--- src/rtl/frc_pkg.sv ---
package frc_pkg;

    typedef enum logic {
        SEQ_IDLE = 1'b0,
        SEQ_HELD = 1'b1
    } seq_state_e;

    localparam int unsigned LOC_PRI_HI = 0;
    localparam int unsigned LOC_PRI_LO = 1;
    localparam int unsigned LOC_ALT_HI = 2;
    localparam int unsigned LOC_ALT_LO = 3;

endpackage

--- src/rtl/frc_prescaler.sv ---
module frc_prescaler #(
    parameter int unsigned DIV = 4
) (
    input  logic clk,
    input  logic rst_n,
    output logic tick
);
    localparam int unsigned PW = (DIV > 1) ? $clog2(DIV) : 1;
    localparam logic [PW-1:0] LAST = PW'(DIV - 1);

    logic [PW-1:0] phase_q;

    always_ff @(posedge clk) begin
        if (!rst_n) begin
            phase_q <= '0;
        end else if (phase_q == LAST) begin
            phase_q <= '0;
        end else begin
            phase_q <= phase_q + PW'(1);
        end
    end

    assign tick = (phase_q == LAST);

    AST_TICK_SPACING: assert property (@(posedge clk) disable iff (!rst_n)
        tick |=> !tick);

endmodule

--- src/rtl/frc_counter.sv ---
module frc_counter #(
    parameter int unsigned CW = 16
) (
    input  logic          clk,
    input  logic          rst_n,
    input  logic          tick,
    output logic [CW-1:0] count
);
    logic [CW-1:0] count_q;

    always_ff @(posedge clk) begin
        if (!rst_n) begin
            count_q <= '0;
        end else if (tick) begin
            count_q <= count_q + CW'(1);
        end
    end

    assign count = count_q;

    AST_STEP_ONE: assert property (@(posedge clk) disable iff (!rst_n)
        tick |=> count_q == $past(count_q) + CW'(1));
    AST_IDLE_STABLE: assert property (@(posedge clk) disable iff (!rst_n)
        !tick |=> $stable(count_q));

endmodule

--- src/rtl/frc_lsb_hold.sv ---
module frc_lsb_hold
    import frc_pkg::*;
#(
    parameter int unsigned BYTE_W = 8
) (
    input  logic              clk,
    input  logic              rst_n,
    input  logic              rd_stb,
    input  logic              is_hi,
    input  logic [BYTE_W-1:0] live_lo,
    output logic [BYTE_W-1:0] held_lo,
    output logic              pending
);
    seq_state_e        state_q, state_d;
    logic              capture;
    logic [BYTE_W-1:0] hold_q;

    always_ff @(posedge clk) begin
        if (!rst_n) begin
            state_q <= SEQ_IDLE;
        end else begin
            state_q <= state_d;
        end
    end

    always_comb begin
        state_d = state_q;
        capture = 1'b0;
        unique case (state_q)
            SEQ_IDLE: begin
                if (rd_stb && is_hi) begin
                    state_d = SEQ_HELD;
                    capture = 1'b1;
                end
            end
            SEQ_HELD: begin
                if (rd_stb && !is_hi) begin
                    state_d = SEQ_IDLE;
                end
            end
            default: state_d = SEQ_IDLE;
        endcase
    end

    always_ff @(posedge clk) begin
        if (!rst_n) begin
            hold_q <= '0;
        end else if (capture) begin
            hold_q <= live_lo;
        end
    end

    assign held_lo = hold_q;
    assign pending = (state_q == SEQ_HELD);

    AST_HOLD_FROZEN: assert property (@(posedge clk) disable iff (!rst_n)
        state_q == SEQ_HELD |=> $stable(hold_q));
    AST_HI_ARMS: assert property (@(posedge clk) disable iff (!rst_n)
        rd_stb && is_hi |=> state_q == SEQ_HELD);
    AST_LO_RELEASES: assert property (@(posedge clk) disable iff (!rst_n)
        state_q == SEQ_HELD && rd_stb && !is_hi |=> state_q == SEQ_IDLE);

endmodule

--- src/rtl/frc_timer_top.sv ---
module frc_timer_top
    import frc_pkg::*;
#(
    parameter int unsigned BYTE_W       = 8,
    parameter int unsigned PRESCALE_DIV = 4,
    parameter int unsigned ADDR_W       = 2
) (
    input  logic                clk,
    input  logic                rst_n,
    input  logic                rd_stb,
    input  logic [ADDR_W-1:0]   rd_addr,
    output logic [BYTE_W-1:0]   rd_data,
    output logic [2*BYTE_W-1:0] dbg_count
);
    localparam int unsigned CNT_W = 2 * BYTE_W;

    logic              tick;
    logic [CNT_W-1:0]  count;
    logic [BYTE_W-1:0] held_lo;
    logic              pending;
    logic              is_hi;
    logic [BYTE_W-1:0] rd_q;

    assign is_hi = (rd_addr == ADDR_W'(LOC_PRI_HI)) || (rd_addr == ADDR_W'(LOC_ALT_HI));

    frc_prescaler #(.DIV(PRESCALE_DIV)) u_pre (
        .clk   (clk),
        .rst_n (rst_n),
        .tick  (tick)
    );

    frc_counter #(.CW(CNT_W)) u_cnt (
        .clk   (clk),
        .rst_n (rst_n),
        .tick  (tick),
        .count (count)
    );

    frc_lsb_hold #(.BYTE_W(BYTE_W)) u_hold (
        .clk     (clk),
        .rst_n   (rst_n),
        .rd_stb  (rd_stb),
        .is_hi   (is_hi),
        .live_lo (count[BYTE_W-1:0]),
        .held_lo (held_lo),
        .pending (pending)
    );

    always_ff @(posedge clk) begin
        if (!rst_n) begin
            rd_q <= '0;
        end else if (rd_stb) begin
            if (is_hi) begin
                rd_q <= count[CNT_W-1:BYTE_W];
            end else if (pending) begin
                rd_q <= held_lo;
            end else begin
                rd_q <= count[BYTE_W-1:0];
            end
        end
    end

    assign rd_data   = rd_q;
    assign dbg_count = count;

    AST_RD_HOLD: assert property (@(posedge clk) disable iff (!rst_n)
        !rd_stb |=> $stable(rd_q));
    AST_HI_LIVE: assert property (@(posedge clk) disable iff (!rst_n)
        rd_stb && is_hi |=> rd_q == $past(count[CNT_W-1:BYTE_W]));
    AST_LO_LIVE: assert property (@(posedge clk) disable iff (!rst_n)
        rd_stb && !is_hi && !pending |=> rd_q == $past(count[BYTE_W-1:0]));

endmodule

--- config.mk ---
export PLATFORM = sky130hd
export DESIGN_NAME = frc_timer_top
export DESIGN_NICKNAME = d
export VERILOG_FILES = /design/src/rtl/frc_pkg.sv /design/src/rtl/frc_prescaler.sv /design/src/rtl/frc_counter.sv /design/src/rtl/frc_lsb_hold.sv /design/src/rtl/frc_timer_top.sv
export SDC_FILE = /design/constraint.sdc
export NUM_CORES = 1
export LEC_CHECK = 0
export BUFFER_PORTS_ARGS = -buffer_cell sky130_fd_sc_hd__buf_2
export CELL_PAD_IN_SITES_DETAIL_PLACEMENT = 0
export CELL_PAD_IN_SITES_GLOBAL_PLACEMENT = 1
export CORE_ASPECT_RATIO = 2
export CORE_UTILIZATION = 41
export DETAILED_ROUTE_END_ITERATION = 16
export MAX_ROUTING_LAYER = met4
export PLACE_DENSITY_LB_ADDON = 0.1
export RECOVER_POWER = 50
export SLEW_MARGIN = 25
export SYNTH_ARGS = -nofsm -noshare
export SYNTH_HDL_FRONTEND = slang
export SYNTH_SLANG_ARGS = --single-unit
--- constraint.sdc ---
create_clock -name clk -period 1.95 [get_ports clk]
set_input_delay 0 -clock clk [delete_from_list [all_inputs] [get_ports clk]]
set_output_delay 0 -clock clk [all_outputs]
set_load 0.02 [all_outputs]
* Yosys cells after proc, flatten, opt, wreduce, memory -nomap -nowiden
Cells that the tools add are included.
Word-level totals: ROM bits 0, word-level logic and storage cells 23, register bits 35, memories 0, output and inout port bits 24, bits in latches 0, input port bits 5, RAM bits 0
Operators by class: bitwise logic cells 2, add/sub/neg operators 2, multiplexer cells 6, eq/ne operators 2, reduce and logical (&&, ||, !) cells 6, divide/modulo/power cells 0, $lt $le $gt $ge 0, shifts and indexed selects 0, multipliers 0
Operator list (number):
- 16-bit by 1-bit adder with 16-bit output (second input constant) | 1
- 8-bit two-way mux | 2
- 2-bit == test (second input constant) | 2
- 1-bit two-way mux | 3
- 2-bit by 1-bit adder with 2-bit output (second input constant) | 1
- 1-bit logical AND | 2
- 2-bit zero test | 1
- 1-bit NOT | 2
- 1-bit case mux with 2 select lines | 1
- 2-bit OR reduction | 1
- 1-bit zero test | 1
- 1-bit logical OR | 1

* Depth between registers and ports, before layout
Gate-level depths: netlist of the first run.
word-level depth 6, depth in mapped cells 6, mapped depth without buffers 4

* Hierarchy
From an unflattened synthesis of the first run, not the netlist that was laid out.
Unflattened totals: cell total of the unflattened synthesis 174, area, all modules 1639.1 µm²
Modules (own cells, without submodules):
- frc_counter | instances 1, area an instance 744.5 µm², cells each 83, seq. area each 320.3 µm²
- frc_timer_top | instances 1, area an instance 451.7 µm², cells each 47, seq. area each 160.2 µm²
- frc_lsb_hold | instances 1, area an instance 369.1 µm², cells each 39, seq. area each 180.2 µm²
- frc_prescaler | instances 1, area an instance 73.8 µm², cells each 5, seq. area each 40.0 µm²

* Least setup slack after synthesis of the first run
OpenSTA, ideal clock, no wires.
path type reg-to-reg, start point reg u_pre.phase_q[0], end point reg u_cnt.count_q[13], in the netlist u_cnt.count[13], setup slack 0.490 ns, path buffers 2, setup time 0.072 ns, clock period less this slack 1.460 ns, cell stages (with the launch flop) 7, arrival 1.388 ns, path through dfxtp_1 > ha_1 > buf_4 > nand4_1 > buf_4 > nor4_2 > mux2i_1
On the way: word-level cells in the longest chain between the ends 1
Ends and longest elaborated chain:
- from (decl) | line frc_prescaler.sv:11 | logic [PW-1:0] phase_q;
- from (signal assigned) | line frc_prescaler.sv:19 | phase_q <= phase_q + PW'(1);
- 2-bit == test | line frc_prescaler.sv:23 | assign tick = (phase_q == LAST);
- to (signal assigned) | line frc_counter.sv:15 | count_q <= count_q + CW'(1);
- to (decl) | line frc_counter.sv:9 | logic [CW-1:0] count_q;
No other way between the ends. A chain may end at the register's enable or synchronous reset.

* Final worst setup path of the first run
start point reg u_pre.phase_q[0], end point reg u_cnt.count_q[12], in the netlist u_cnt.count[12]
The elaborated chain is that of the path after synthesis.

==> results of run 1 <==
[report_power, final]
group          switching [mW]  total, mW  internal (mW)  leakage (nW)
Combinational          0.0620      0.101         0.0392         0.301
Sequential             0.0126      0.743          0.730         0.284
Clock                   0.248      0.570          0.322        0.0515
[how the worst max path moves through the flow]
stage,start,end,slack (ns)
3_3_place_gp,u_pre.phase_q[0],u_cnt.count[10],0.44
3_5_place_dp,u_pre.phase_q[0],u_cnt.count[12],0.43
5_1_grt,u_pre.phase_q[0],u_cnt.count[10],0.30
2_1_floorplan,u_pre.phase_q[0],u_cnt.count[13],0.49
4_1_cts,u_pre.phase_q[0],u_cnt.count[12],0.40
6_report,u_pre.phase_q[0],u_cnt.count[12],0.41
[cell families after synthesis]
family                     share of synthesized area [%]
adders and majority gates                           1.54
AOI/OAI and AO/OA                                   15.2
DFF                                                 43.0
and+or+nand+nor                                     21.7
buffers and inverters                               4.15
xor gates and xnor gates                            2.15
muxes                                               12.3
[cell usage in the layout (no fill, tap or decap), drive strengths merged, types with 4 or more instances in the layout]
cell / count
dfxtp: 35
clkbuf: 32
mux2i: 20
nor2: 14
a21oi: 14
nand2b: 11
o21ai: 11
nand4: 10
buf: 10
a21o: 8
nand2: 6
nor4: 5
nand3: 4
[state kept, by name, summed over array words and instances (netlist names), named ones only]
| register | count |
|---|---|
| u_cnt.count | 16 |
| rd_data | 8 |
| u_pre.phase_q | 2 |
| u_hold.held_lo | 8 |
[area by class of cell]
class,instances,area (sq um)
sequential,35,701
tap,51,63.8
clock buffer,8,100
multi-input combinational,126,861
timing repair buffer,34,155
fill,419,1960
inverter,1,3.75
[per-layer routing]
metal | global-route usage (%) | part of all wire (%) | vias to the layer above
met5 | - | 0 | -
met1 | 22.7 | 42 | 633
met4 | 9.56 | 3.0 | 0
met2 | 31.9 | 52 | 26
met3 | 5.17 | 3.1 | 11
li1 | - | - | 690
[metrics by stage]
stage | total power [mW] | utilization, % | setup WS (ns)
after floorplan | 0.835 | - | 0.490
after global placement | 0.862 | 47.3 | 0.441
after detailed placement | 0.865 | 47.3 | 0.426
after CTS | 1.44 | 49.9 | 0.399
after global routing | 1.48 | 49.0 | 0.296
final | 1.41 | 49.0 | 0.414
==> impl_metrics.ini, run 1 <==
[timing]
fmax_mhz = 651
setup_violations = 0
skew_ns = 0.00260
fin_setup_tns_ns = 0
fin_crit_ns = 1.54
rsz0062_at_grt = false
finalCritPeriodShare_pct = 78.8
whs_ns = 0.0254
relSlewSlack_pct = 64.3
worst_slew_pin_slew_ns = 0.535
hold_viol = 0
slew_violations = 0

[min_path]
whs_path_depth = 2
worstHoldEndpoint = u_cnt.count[9]
hold_path_class = in -> reg
worstHoldStart = rst_n

[synth]
syn_avg_cell_area_sq_um = 9.26
synth_top_area_share_pct = 43.0
synthCells = 176
ys_warn_count = 0
ys_seq_area_share_pct = 43.0
synth_flop_cell = dfxtp_1
synth.distinct_cells = 29
synth.cells.most_frequent = dfxtp_1 (35), mux2i_1 (20), a21oi_1 (14), nor2_1 (14), nand2b_1 (11)
synth_most_common_cell = dfxtp_1
synthesis.area_sq_mm = 0.00163
synthArstFlopShare_pct = 0
synth.area.top_cells = dfxtp_1 (43%), mux2i_1 (12%), a21oi_1 (4.3%), nand2b_1 (4.2%), a21o_1 (3.7%)
synth_top_cell_by_area = dfxtp_1
synth_nets = 183
synth-seq-cells = 35
synth-edff-count = 0

[drt]
wl_mm = 3.69
drt-vias-per-instance = 5.33
first_iter_violations = 25
drc = 0
antenna_left = 0
wl_per_cell_microns = 14.5
first_pass_iters = 2
vias = 1360

[placed_design]
dp.cells = 247
place_hpwl_mm = 2.65
gp_congestion = 0.794
dpl-instance-area_sq_mm = 0.00182
io_buffers = 27

[clock_tree]
cts_setup_buffers = 0
clkTransAtPathRegs_ns = 0.07
cts_root_buffer = clkbuf_8
cts_buffers = 5
cts_hold_buf = 0
clock-sinks = 35
cts_tree = built
post_cts_resized = 0
cts_buffer_depth = 2
clkLatencyLatePin_ns = 0.28
ctsHtreeMaxLevel = 2

[final_layout]
fin_cells = 255
final_cell_area_sq_mm = 0.00188
diodes = 0
area_growth_pct = 15.7
fin_nets = 210
drive_gt1_share_pct = 10.8

[worst_setup_path]
rr_worst_depth = 5
worstSetupPathDepth = 5
r2r_end = u_cnt.count[12]
worst-path-buf-inv = 1
cp_slowest_cell = or4_1
r2r_slack_ns = 0.41
reg2reg_from = u_pre.phase_q[0]
crit_family = simple AND/OR/NAND/NOR gates
critical_path_required_ns = 2.16
critPathLaunchType = register
max_stage_delay_ns = 0.50
path_max_fanout = 13
path_cells = ha_1 -> nand4_1 -> buf_4 -> or4_1 -> a21oi_1
crit_path_end_kind = register
crit_arrival_ns = 1.75
crit_type = reg -> reg

[global_routing]
grt_usage_pct = 20.3
grt_max_degree = 31
antenna_found_initial = 0
grt_pass1_vias = 1292
grt_remaining_overflow = 0
grt_pass1_wl_mm = 6.18

[die]
die_x_microns = 46.6
coreArea_sq_mm = 0.00384
die_height_microns = 91.1
ios = 29
dieArea_sq_mm = 0.00424
row_count = 32
initial_core_util_pct = 42.4

[flow_run]
cap_violations = 0

[pwr]
leakagePower_nw = 0.636
peakVddDrop_v = 0.000445
power-per-cell-area_mw_per_mm2 = 751

[outcome]
status = complete, no violations
Note: power is estimated with default switching activity, not from simulation.
==> run 2: changes to the inputs <==
--- a/config.mk
+++ b/config.mk
@@ -9,7 +9,7 @@
 export CELL_PAD_IN_SITES_DETAIL_PLACEMENT = 0
 export CELL_PAD_IN_SITES_GLOBAL_PLACEMENT = 1
 export CORE_ASPECT_RATIO = 2
-export CORE_UTILIZATION = 41
+export CORE_UTILIZATION = 37
 export DETAILED_ROUTE_END_ITERATION = 16
 export MAX_ROUTING_LAYER = met4
 export PLACE_DENSITY_LB_ADDON = 0.1
==> constraint.sdc (replaced) <==
create_clock -name clk -period 1.2 [get_ports clk]
set_input_delay 0 -clock clk [delete_from_list [all_inputs] [get_ports clk]]
set_output_delay 0 -clock clk [all_outputs]
set_load 0.02 [all_outputs]
==> run 2 against run 1 <==
Effect of this change:
- the run now ends with setup timing left
- fmax grew 14%
- clock skew grew 0.0016 ns
- critical path depth unchanged
- critical endpoint unchanged
==> impl_metrics.ini, run 2 (synthesized netlist as in run 1, its figures left out) <==
[global_routing]
grt_remaining_overflow = 0
met1_usage_pct = 19.7
grt_usage_pct = 20.7
grt_pass1_wl_mm = 7.07
use_met3_pct = 3.32
grt_pass1_vias = 1535
grt_use_met2_pct = 38.5
grt_busiest_layer = met2
antenna_found_initial = 0
grt_max_degree = 31

[final_layout]
final_cell_area_sq_mm = 0.00231
final_cell_mix = buf_4 (37), dfxtp_1 (22), mux2i_1 (20)
largest_reg_flops = 16
fin_nets = 246
diodes = 0
area_growth_pct = 41.9
fillers = 419
drive_gt1_share_pct = 35.8
final_common_cell = buf_4
final_core_util_pct = 55.4
fin_cells = 292

[timing]
fin_crit_ns = 1.35
timing.final.ws_setup_ns = -0.150
slew_violations = 0
fin_setup_tns_ns = -0.935
skew_ns = 0.00423
whs_ns = 0.0273
worst_slew_pin_slew_ns = 0.531
fmax_mhz = 741
hold_viol = 0
relSlewSlack_pct = 64.5
finalCritPeriodShare_pct = 112
setup_violations = 11
rsz0062_at_grt = true

[clock_tree]
cts_buffer_depth = 2
clkTransAtPathRegs_ns = 0.07
cts_tree = built
ctsHtreeMaxLevel = 2
clkLatencyLatePin_ns = 0.28
cts_root_buffer = clkbuf_8
cts_buffers = 5
clock-sinks = 35

[die]
ios = 29
dieArea_sq_mm = 0.00469
initial_core_util_pct = 39.1
coreArea_sq_mm = 0.00417
row_count = 33
die_height_microns = 95.8
die_x_microns = 48.9

[placed_design]
io_buffers = 27
dp.cells = 274
dpl-instance-area_sq_mm = 0.00211
place_hpwl_mm = 3.10
gp_congestion = 0.789
pre_cts_ws_ns = -0.163

[worst_setup_path]
crit_type = reg -> reg
crit_path_end_kind = register
path_max_fanout = 12
cp_slowest_cell = or4_1
worst-path-buf-inv = 1
crit_family = simple AND/OR/NAND/NOR gates
path_cells = ha_4 -> nand4_1 -> buf_6 -> or4_1 -> a21oi_1
crit_arrival_ns = 1.56
critical_path_required_ns = 1.41
critPathLaunchType = register
max_stage_delay_ns = 0.40

[pwr]
seqPwrFrac_pct = 51.1
switching_share_pct = 23.4
internal_power_mw = 1.79
leakagePower_nw = 0.923
switching_power_mw = 0.548
power-per-cell-area_mw_per_mm2 = 1010
peakVddDrop_v = 0.000787
combPwrFrac_pct = 9.0
finalPower_mw = 2.34
p_clk_share_pct = 39.9

[drt]
wl_per_cell_microns = 14.9
vias = 1553
first_iter_violations = 27
wl_mm = 4.34
antenna_left = 0
drt-vias-per-instance = 5.32
first_pass_iters = 6
drc = 0

[flow_run]
cap_violations = 0

[min_path]
hold_path_class = in -> reg

[outcome]
violations = setup timing
status = complete, but fails checks
run 2: changes by cell type in the layout (fill, tap and decap cells not counted), sizes merged:
cell	previous run	this run
nand4	10	11
buf	10	53
clkbuf	32	24
run 2: path summary, 6_finish.rpt:
path	slack, ns	depth (start not counted)	end	startpoint
hold / removal	0.03	2	u_cnt.count[9]	rst_n
setup reg to reg	-0.15	5	u_cnt.count[12]	u_pre.phase_q[0]
setup / recovery	-0.15	5	u_cnt.count[12]	u_pre.phase_q[0]
hold reg to reg	0.43	1	u_pre.phase_q[0]	u_pre.phase_q[0]
run 2: final cells by class:
type	count	area (sq um)	area share [%]
clock buffers	8	100	4.33
inverters	1	3.75	0.162
multi-input cells	127	961	41.6
flip-flops and latches	35	732	31.7
well taps	52	65.1	2.81
repair buffers	69	450	19.5
run 2: routing by layer:
layer  up-vias  share of wire (%)  wire (microns)
li1        765                  -               -
met1       735                 39            1710
met2        42                 55            2370
met3        11                3.3             143
met4         0                2.6             112
met5         -                  0               0
run 2: timing repair:
item	CTS	global route
endpoints found under the setup margin	18	17
setup buffers	7	2
resized for setup	10	2
pin swaps	7	2
cloned	1	0
hold buffers	0	0
run 2: power groups by stage:
stage	combinational, mW	clock, mW	sequential, mW
after global placement	0.197	0	1.22
after global routing	0.230	1.00	1.20
after floorplan	0.127	0	1.24
after detailed placement	0.200	0	1.22
final	0.211	0.935	1.20
after CTS	0.215	0.966	1.20
==> run 3: changes to the inputs <==
==> constraint.sdc (replaced) <==
create_clock -name clk -period 1.2 [get_ports clk]
set_input_delay 0 -clock clk [delete_from_list [all_inputs] [get_ports clk]]
set_output_delay 0 -clock clk [all_outputs]
set_load 0.05 [all_outputs]
==> run 3 against run 2 <==
Effect of this change:
- the flow still finishes with violations (setup timing)
- global-route usage fell by 0.87 points
- combinational power rose by 14%
- total power rose by 12%
- count of clock-buffer cells in the layout fell by 1
- sequential power barely moved
- sequential share of layout area rose by 1.4 points
- core utilization fell by 1.8 points
- largest cell class unchanged
- highest routed layer unchanged
==> impl_metrics.ini, run 3 (synthesized netlist as in run 1, its figures left out) <==
[worst_setup_path]
crit_family = simple AND/OR/NAND/NOR gates
critPathLaunchType = register
max_stage_delay_ns = 0.35
critical_path_required_ns = 1.41
path_max_fanout = 8
path_cells = ha_4 -> nand4_1 -> buf_6 -> buf_12 -> or3_1 -> a21oi_1
crit_path_end_kind = register
crit_arrival_ns = 1.61
crit_type = reg -> reg
cp_slowest_cell = dfxtp_2
worst-path-buf-inv = 2

[placed_design]
place_hpwl_mm = 2.94
dp.cells = 261
io_buffers = 27
gp_congestion = 0.742

[clock_tree]
cts_buffers = 5
ctsHtreeMaxLevel = 2
clock-sinks = 35
cts_root_buffer = clkbuf_8
cts_hold_buf = 0
clkLatencyLatePin_ns = 0.29
cts_buffer_depth = 2
cts_tree = built
clkTransAtPathRegs_ns = 0.07

[pwr]
internal_power_mw = 2.01
switching_power_mw = 0.599
power-per-cell-area_mw_per_mm2 = 1170
peakVddDrop_v = 0.000760
leakagePower_nw = 0.862
combPwrFrac_pct = 9.2
finalPower_mw = 2.61
seqPwrFrac_pct = 45.7
switching_share_pct = 22.9
p_clk_share_pct = 45.1

[global_routing]
grt_use_met2_pct = 37.2
grt_remaining_overflow = 0
use_met3_pct = 4.27
grt_usage_pct = 19.8
grt_pass1_vias = 1498
grt_max_degree = 31
met1_usage_pct = 18.4
grt_busiest_layer = met2
antenna_found_initial = 0
grt_pass1_wl_mm = 6.86

[final_layout]
largest_reg_flops = 16
fin_cells = 275
final_core_util_pct = 53.7
fin_nets = 229
drive_gt1_share_pct = 38.6
final_cell_mix = dfxtp_1 (20), mux2i_1 (19), clkbuf_2 (18), buf_4 (18)
final_common_cell = dfxtp_1
diodes = 0
area_growth_pct = 37.4
fillers = 386

[timing]
timing.final.ws_setup_ns = -0.194
rsz0062_at_grt = true
fin_setup_tns_ns = -1.37
fmax_mhz = 718
fin_crit_ns = 1.39
finalCritPeriodShare_pct = 116
relSlewSlack_pct = 61.1
worst_slew_pin_slew_ns = 0.587
whs_ns = 0.00704
skew_ns = 0.00436
setup_violations = 10
hold_viol = 0
slew_violations = 0

[die]
row_count = 33
die_height_microns = 95.8
ios = 29
die_x_microns = 48.9
initial_core_util_pct = 39.1
coreArea_sq_mm = 0.00417
dieArea_sq_mm = 0.00469

[drt]
antenna_left = 0
drc = 0
drt-vias-per-instance = 5.39
vias = 1481
wl_per_cell_microns = 15.3
wl_mm = 4.21
first_pass_iters = 4
first_iter_violations = 38

[outcome]
violations = setup timing
status = complete, but fails checks

[min_path]
hold_path_class = in -> reg

[flow_run]
cap_violations = 0
==> run 3: cell count changes in the layout (fill, tap and decap cells not counted), moves of 3 or more <==
cell / delta
buf_2: -4
clkbuf_2: +18
nor4_2: +3
buf_4: -19
clkbuf_1: -14
==> run 3: worst paths after layout <==
path                     from               end  slack [ns]  cells past startpoint
max reg2reg  u_pre.phase_q[0]    u_cnt.count[6]       -0.19                      6
min reg2reg  u_pre.phase_q[0]  u_pre.phase_q[0]        0.43                      1
max          u_pre.phase_q[0]    u_cnt.count[6]       -0.19                      6
min                     rst_n    u_cnt.count[9]       0.007                      2
==> run 3: metal layers <==
layer	routed length, microns	part of all wire, %
met1	1660	40
met2	2270	54
met3	124	2.9
met4	144	3.4
met5	0	0
==> run 3: final cells by class <==
cell class | instances | area, sq um | area share, %
flip-flops and latches | 35 | 739 | 33.0
clock buffers | 7 | 97.6 | 4.36
repair buffers | 53 | 368 | 16.4
multi-input cells | 126 | 935 | 41.8
well taps | 52 | 65.1 | 2.91
clock inverters | 1 | 30.0 | 1.34
inverters | 1 | 3.75 | 0.168
==> run 3: metrics by stage <==
step                      setup WS [ns]  instance area, sq um
after floorplan                  -0.238                  1710
after global placement           -0.236                  1990
after detailed placement         -0.247                  1990
after CTS                        -0.199                  2200
after global routing             -0.273                  2240
final                            -0.194                  2240
==> run 3: power by group through the flow <==
stage          registers [mW]  clock network [mW]  logic [mW]
2_1_floorplan            1.26                   0       0.125
3_3_place_gp             1.21                   0       0.218
3_5_place_dp             1.21                   0       0.221
4_1_cts                  1.19                1.20       0.237
5_1_grt                  1.19                1.25       0.262
6_report                 1.19                1.18       0.241
==> run 3: timing repair <==
| item | in CTS | in global routing |
|---|---|---|
| endpoints found under the hold margin | 0 | 0 |
| cloned | 0 | 1 |
| gates resized for setup | 10 | 8 |
| buffers inserted | 5 | 0 |
| setup endpoints to repair | 11 | 21 |
| pin swaps | 13 | 0 |
